### src/rtl/cmdq_screen_pkg.sv
`timescale 1ns/1ps
package cmdq_screen_pkg;
  localparam int unsigned WORD_W  = 32;
  localparam int unsigned N_WORDS = 4;
  localparam int unsigned ENTRY_W = WORD_W * N_WORDS;
  localparam int unsigned OP_W    = 8;
  localparam int unsigned ERR_W   = 7;

  typedef enum logic [1:0] {
    CERR_NONE         = 2'd0,
    CERR_ILLEGAL      = 2'd1,
    CERR_FETCH_ABORT  = 2'd2,
    CERR_SYNC_TIMEOUT = 2'd3
  } cerr_e;

  typedef enum logic [1:0] {
    DONE_SILENT = 2'd0,
    DONE_IRQ    = 2'd1,
    DONE_EVENT  = 2'd2,
    DONE_RSVD   = 2'd3
  } done_sel_e;

  localparam logic [OP_W-1:0] OP_SYNC = 8'h46;

  typedef struct packed {
    logic [OP_W-1:0]  opcode;
    logic [23:0]      attr;
    done_sel_e        done_sel;
    logic [31:0]      sid;
    logic [15:0]      vmid;
    logic [15:0]      asid;
    logic [63:0]      addr;
    logic [11:0]      low;
  } cmd_fields_t;
endpackage

### src/rtl/cmdq_op_classify.sv
`timescale 1ns/1ps
module cmdq_op_classify
  import cmdq_screen_pkg::*;
(
  input  logic [OP_W-1:0] opcode,
  output logic            supported
);
  // Sparse table of accepted encodings; everything else is illegal.
  always_comb begin
    case (opcode) inside
      [8'h01:8'h07],
      [8'h10:8'h13], 8'h18, 8'h1A,
      [8'h20:8'h23], 8'h28, 8'h2A, 8'h30,
      8'h40, 8'h41, [8'h44:8'h46]: supported = 1'b1;
      default:                     supported = 1'b0;
    endcase
  end
endmodule

### src/rtl/cmdq_field_extract.sv
`timescale 1ns/1ps
module cmdq_field_extract
  import cmdq_screen_pkg::*;
(
  input  logic [ENTRY_W-1:0] entry,
  output cmd_fields_t        fields
);
  logic [WORD_W-1:0] word [N_WORDS];

  for (genvar g = 0; g < N_WORDS; g++) begin : g_split
    assign word[g] = entry[g*WORD_W +: WORD_W];
  end

  always_comb begin
    fields.opcode   = word[0][OP_W-1:0];
    fields.attr     = word[0][31:8];
    fields.done_sel = done_sel_e'(word[0][13:12]);
    fields.sid      = word[1];
    fields.vmid     = word[1][15:0];
    fields.asid     = word[1][31:16];
    fields.addr     = {word[3], word[2][31:12], 12'h000};
    fields.low      = word[2][11:0];
  end
endmodule

### src/rtl/cmdq_err_ctrl.sv
`timescale 1ns/1ps
module cmdq_err_ctrl
  import cmdq_screen_pkg::*;
#(
  parameter int unsigned IDX_W = 5
) (
  input  logic             clk,
  input  logic             rst,
  input  logic             take,
  input  logic             supported,
  input  logic             abort,
  input  logic             clear,
  output logic             halted,
  output cerr_e            code,
  output logic [IDX_W-1:0] index
);
  always_ff @(posedge clk) begin
    if (rst) begin
      halted <= 1'b0;
      code   <= CERR_NONE;
      index  <= '0;
    end else if (halted) begin
      if (clear) begin
        halted <= 1'b0;
        code   <= CERR_NONE;
      end
    end else if (take) begin
      if (abort) begin
        halted <= 1'b1;
        code   <= CERR_FETCH_ABORT;
      end else if (!supported) begin
        halted <= 1'b1;
        code   <= CERR_ILLEGAL;
      end else begin
        index  <= index + 1'b1;
      end
    end
  end
endmodule

### src/rtl/cmdq_cmd_screen.sv
`timescale 1ns/1ps
module cmdq_cmd_screen
  import cmdq_screen_pkg::*;
#(
  parameter int unsigned LOG2_DEPTH = 4,
  localparam int unsigned IDX_W = LOG2_DEPTH + 1
) (
  input  logic               clk,
  input  logic               rst,
  input  logic               in_valid,
  output logic               in_ready,
  input  logic [ENTRY_W-1:0] in_entry,
  input  logic               in_fetch_abort,
  input  logic               irq_en,
  input  logic               err_clear,
  output logic               dec_valid,
  output logic [OP_W-1:0]    dec_opcode,
  output logic [23:0]        dec_attr,
  output logic [31:0]        dec_sid,
  output logic [15:0]        dec_vmid,
  output logic [15:0]        dec_asid,
  output logic [63:0]        dec_addr,
  output logic [11:0]        dec_low,
  output logic               sync_irq,
  output logic               sync_event,
  output logic [IDX_W-1:0]   cons_index,
  output logic [ERR_W-1:0]   cons_err,
  output logic               gerr_cmd
);
  cmd_fields_t fields;
  logic        supported;
  logic        halted;
  cerr_e       code;
  logic        take;
  logic        good;

  cmdq_field_extract u_extract (
    .entry  (in_entry),
    .fields (fields)
  );

  cmdq_op_classify u_classify (
    .opcode    (fields.opcode),
    .supported (supported)
  );

  cmdq_err_ctrl #(.IDX_W(IDX_W)) u_err (
    .clk       (clk),
    .rst       (rst),
    .take      (take),
    .supported (supported),
    .abort     (in_fetch_abort),
    .clear     (err_clear),
    .halted    (halted),
    .code      (code),
    .index     (cons_index)
  );

  assign in_ready = !halted;
  assign take     = in_valid && in_ready;
  assign good     = take && supported && !in_fetch_abort;
  assign gerr_cmd = halted;
  assign cons_err = {{(ERR_W-2){1'b0}}, code};

  always_ff @(posedge clk) begin
    if (rst) begin
      dec_valid  <= 1'b0;
      sync_irq   <= 1'b0;
      sync_event <= 1'b0;
      dec_opcode <= '0;
      dec_attr   <= '0;
      dec_sid    <= '0;
      dec_vmid   <= '0;
      dec_asid   <= '0;
      dec_addr   <= '0;
      dec_low    <= '0;
    end else begin
      dec_valid  <= good;
      sync_irq   <= good && (fields.opcode == OP_SYNC) &&
                    (fields.done_sel == DONE_IRQ) && irq_en;
      sync_event <= good && (fields.opcode == OP_SYNC) &&
                    (fields.done_sel == DONE_EVENT);
      if (good) begin
        dec_opcode <= fields.opcode;
        dec_attr   <= fields.attr;
        dec_sid    <= fields.sid;
        dec_vmid   <= fields.vmid;
        dec_asid   <= fields.asid;
        dec_addr   <= fields.addr;
        dec_low    <= fields.low;
      end
    end
  end
endmodule

### config.mk
export PLATFORM = sky130hd
export DESIGN_NAME = cmdq_cmd_screen
export DESIGN_NICKNAME = d
export VERILOG_FILES = /design/src/rtl/cmdq_screen_pkg.sv /design/src/rtl/cmdq_op_classify.sv /design/src/rtl/cmdq_field_extract.sv /design/src/rtl/cmdq_err_ctrl.sv /design/src/rtl/cmdq_cmd_screen.sv
export SDC_FILE = /design/constraint.sdc
export NUM_CORES = 1
export LEC_CHECK = 0
export BUFFER_PORTS_ARGS = -buffer_cell sky130_fd_sc_hd__buf_2
export CORE_ASPECT_RATIO = 1.25
export CORE_UTILIZATION = 30
export CTS_CLUSTER_DIAMETER = 60
export DETAILED_ROUTE_END_ITERATION = 16
export GPL_TIMING_DRIVEN = 0
export PLACE_DENSITY_LB_ADDON = 0.3
export SKIP_LAST_GASP = 1
export SYNTH_ARGS = -nofsm -noshare
export SYNTH_HDL_FRONTEND = slang
export SYNTH_SLANG_ARGS = --single-unit
### constraint.sdc
create_clock -name clk -period 2.4 [get_ports clk]
set_clock_uncertainty 0.05 [all_clocks]
set_input_delay 0.48 -clock clk [delete_from_list [all_inputs] [get_ports clk]]
set_output_delay 0.48 -clock clk [all_outputs]
set_load 0.02 [all_outputs]
==> results.md <==
- Path type of the worst setup path: in -> reg
- Placement Rows: 60
- Delay contributed by the slowest stage of the critical path: 0.36 ns
- Count of distinct cell types in the synthesized netlist: 37
- Minimum clock period: 2.01 ns
- Post-Synthesis Cell Area: 0.00674 mm2
- Unrepaired setup endpoints after global routing: no
- Most frequently used flop master after synthesis: sky130_fd_sc_hd__dfxtp_1
- Drt first pass iters: 4
- Placeable Area: 0.0218 mm2
- Highest routed metal layer: met4
- Cells after Synth: 668
- DR DRC count: 0
- Routed wire length: 18400 um
- Sequential share of the synthesized area: 41.3%
- CTS clk-pin slew, worst paths: 0.06 ns
- Critical-path top delay cell: sky130_fd_sc_hd__a211o_1
- Met3 WL: 1230 um
- Yosys warning count: 0
- Die Width: 136 um
- Hold path endpoint: dec_attr[3]
- Status: complete, no violations
- Routed metal-1 wire length: 7740 um
- Latest clock arrival within the worst-skew pair: 0.41 ns
- Die span in y: 170 um
- Gr ovfl total: 0
- # Post-CTS Setup Buffers: 0
- Power, Total: 5830 uW
- Number of top-level design ports: 323
- Worst min-delay path startpoint: in_entry[11]
- Most common cell type on the critical path: sky130_fd_sc_hd__buf_12
- Crit path launch type: primary input
- Commonest cells in the synthesized netlist: sky130_fd_sc_hd__nand2b_1, sky130_fd_sc_hd__dfxtp_1, sky130_fd_sc_hd__mux2i_1
- Family with the most delay on the worst path: compound AO/OA/AOI/OAI gates
- Timing-limited maximum frequency: 496 MHz
- Buffers plus inverters on the worst setup path: 4
- Initial detailed-routing violation count: 168
- Largest net degree at the start of global routing: 17
- Worst EP arrival: 2.30 ns
- Share of final-layout standard cells stronger than drive strength 1: 39.8%
- Relative slew margins: 46.8%
- Count of port buffers added during placement: 304
- Via total after detailed routing: 5467
- Area of the die: 0.0231 mm2
- Number of buffers inserted by hold repair at cts: 0
- Async set-reset flop share out of synthesis: 0%
- Clock H-tree levels: 4
- Post-route antenna net violation count: 0
- Cell Chain, Critical Path: buf_2 -> o311a_1 -> a211o_1 -> nor3_2 -> buf_4 -> buf_12 -> buf_12 -> mux2i_1
- Routed length per instance: 14.2 um
- Static Leakage: 0.00420 uW
- Number of violations of the max-capacitance limit: 0
- R2R cell count: 7
- Leading area contributor after synthesis: sky130_fd_sc_hd__dfxtp_1
- Cells on Worst Hold Path: 3
- Register Area: 0.00278 mm2
- Endpoint of the most critical register-to-register path: dec_addr[54]
- Most numerous cell in the Yosys netlist: sky130_fd_sc_hd__nand2b_1
- Post-synth EDFFs: 0
- Buffer cell driving the clock tree root: sky130_fd_sc_hd__clkbuf_16
- Final Hold Violating Endpoints: 0
- NumNets Final: 1142
- Total clock sinks: 139
- Clock tree from TritonCTS: built
- Starting density of the core: 30.9%
- Capturing element type of the critical path: flip-flop
- Number of antenna violations at the first check in global routing: 1
- Peak VDD IR: 0.461 mV
- Count of state elements after synthesis: 139
- Transition time at the pin with the least slew margin: 0.798 ns
- Worst R2R Setup Slack: 0.55 ns
- Share of the cycle needed by the critical path after routing: 83.9%
- Area growth syn-to-layout: 38.4%
- Global-route wire length before repair: 28000 um
- Non-filler cells in the finished layout: 1299
- Worst Setup Slack post-DPL: -0.112 ns
- Largest driver fanout on the critical path: 10
- Number of global-route vias before repair: 5297
- DP HPWL: 14000 um
- Wire length on met2: 9220 um
- Area fraction of the dominant cell type after synthesis: 41.3%
- Post-layout util: 42.8%
- Worst hold path class: in -> reg
- Number of buffers inserted during clock tree synthesis: 17
- PD cells: 626 mW/mm2
- Multi-input combinational cell area: 0.00331 mm2
- Post-Syn Area per Cell: 10.1 um2
- Final setup margin: 0.386 ns
- Post-detailed-route via-to-cell ratio: 4.21
- Startpoint of the most critical setup path: in_entry[1]
- Total Routing Usage GR: 15.8%
- Inst Count DP: 1267
- Worst reg2reg path startpoint: u_err.halted
- Critical path data required time: 2.69 ns
- Count of pins over their slew limit: 0
- Total of endpoints with negative setup slack in the final report: 0
- Filler cell count: 2204
- Ranking of synthesized cells by area: sky130_fd_sc_hd__dfxtp_1, sky130_fd_sc_hd__nand2b_1, sky130_fd_sc_hd__mux2i_1
- Routability congestion estimate from global placement: 0.722
- Post-CTS resize count: 0
- Worst-case clock buffer depth: 2
metal layers:
| layer | vias up | track usage, % |
|---|---|---|
| met5 | - | 0 |
| met4 | 0 | 5.41 |
| met3 | 14 | 4.75 |
| met2 | 176 | 27.6 |
| met1 | 2488 | 18.2 |
| li1 | 2789 | - |
cell usage in the layout (no fill, tap or decap), types with 3 or more instances in the layout:
master,n
sky130_fd_sc_hd__clkbuf_1,30
sky130_fd_sc_hd__inv_6,3
sky130_fd_sc_hd__conb_1,17
sky130_fd_sc_hd__buf_2,304
sky130_fd_sc_hd__dfxtp_1,139
sky130_fd_sc_hd__nand2b_1,258
sky130_fd_sc_hd__or4_1,3
sky130_fd_sc_hd__clkbuf_16,17
sky130_fd_sc_hd__o31ai_1,3
sky130_fd_sc_hd__mux2i_1,128
sky130_fd_sc_hd__buf_4,54
sky130_fd_sc_hd__nor2_1,3
sky130_fd_sc_hd__bufinv_16,5
sky130_fd_sc_hd__nand2_1,5
sky130_fd_sc_hd__buf_12,8
sky130_fd_sc_hd__nor2b_1,4
sky130_fd_sc_hd__a21oi_1,3
logic make-up (layout without fill, tap and decap cells):
group                    Yosys count  in the layout  synth area share [%]
AND/OR/NAND/NOR                  286            286                  26.6
AO/OA/AOI/OAI                     16             16                  1.99
multiplexers                     130            130                  19.4
flip-flops                       139            139                  41.3
other                              1             18                0.0557
adder cells (fa/ha/maj)            1              1                 0.186
buffers and inverters             95            430                  10.5
layout make-up:
class,count,share of cell area (%)
multi-input cells,450,35.5
flip-flops and latches,139,29.8
repair buffers,304,16.3
plain buffers,94,7.56
clock buffers,18,4.71
well taps,279,3.74
clock inverters,13,2.29
inverters,1,0.0403
diodes,1,0.0268
worst register-to-register path: cells and delay by family (launching register included):
kind,cells,cell delay (ns)
muxes,1,0.20
buffers and inverters,3,0.57
and+or+nand+nor,3,0.59
DFF,1,0.37
metrics by stage:
step	cell area, um2	setup TNS, ns	hold WS, ns
2_1_floorplan	6800	0	0.496
3_3_place_gp	8670	-1.88	0.406
3_5_place_dp	8670	-1.85	0.407
4_1_cts	9320	0	0.244
5_1_grt	9320	0	0.254
6_report	9320	0	0.268
how the worst max path moves through the flow:
stage                endpoint  slack [ns]  cells after the start
2_1_floorplan  u_err.index[0]        0.30                      6
3_3_place_gp       sync_event        -0.1                      4
3_5_place_dp       sync_event       -0.11                      4
4_1_cts            sync_event        0.33                      4
5_1_grt            sync_event        0.26                      4
6_report         dec_addr[54]        0.39                      8
sequential cells by signal, summed over array words and instances (netlist names):
register      count
u_err.code        2
dec_opcode        8
u_err.halted      1
dec_low          12
dec_attr         24
dec_addr         52
sync_event        1
dec_sid          32
u_err.index       5
sync_irq          1
dec_valid         1
power breakdown:
part / switching (uW) / internal (uW)
registers: 15.7 / 2330
clock network: 1080 / 1880
logic: 263 / 262
No activity file was read; power rests on OpenSTA's default activity.
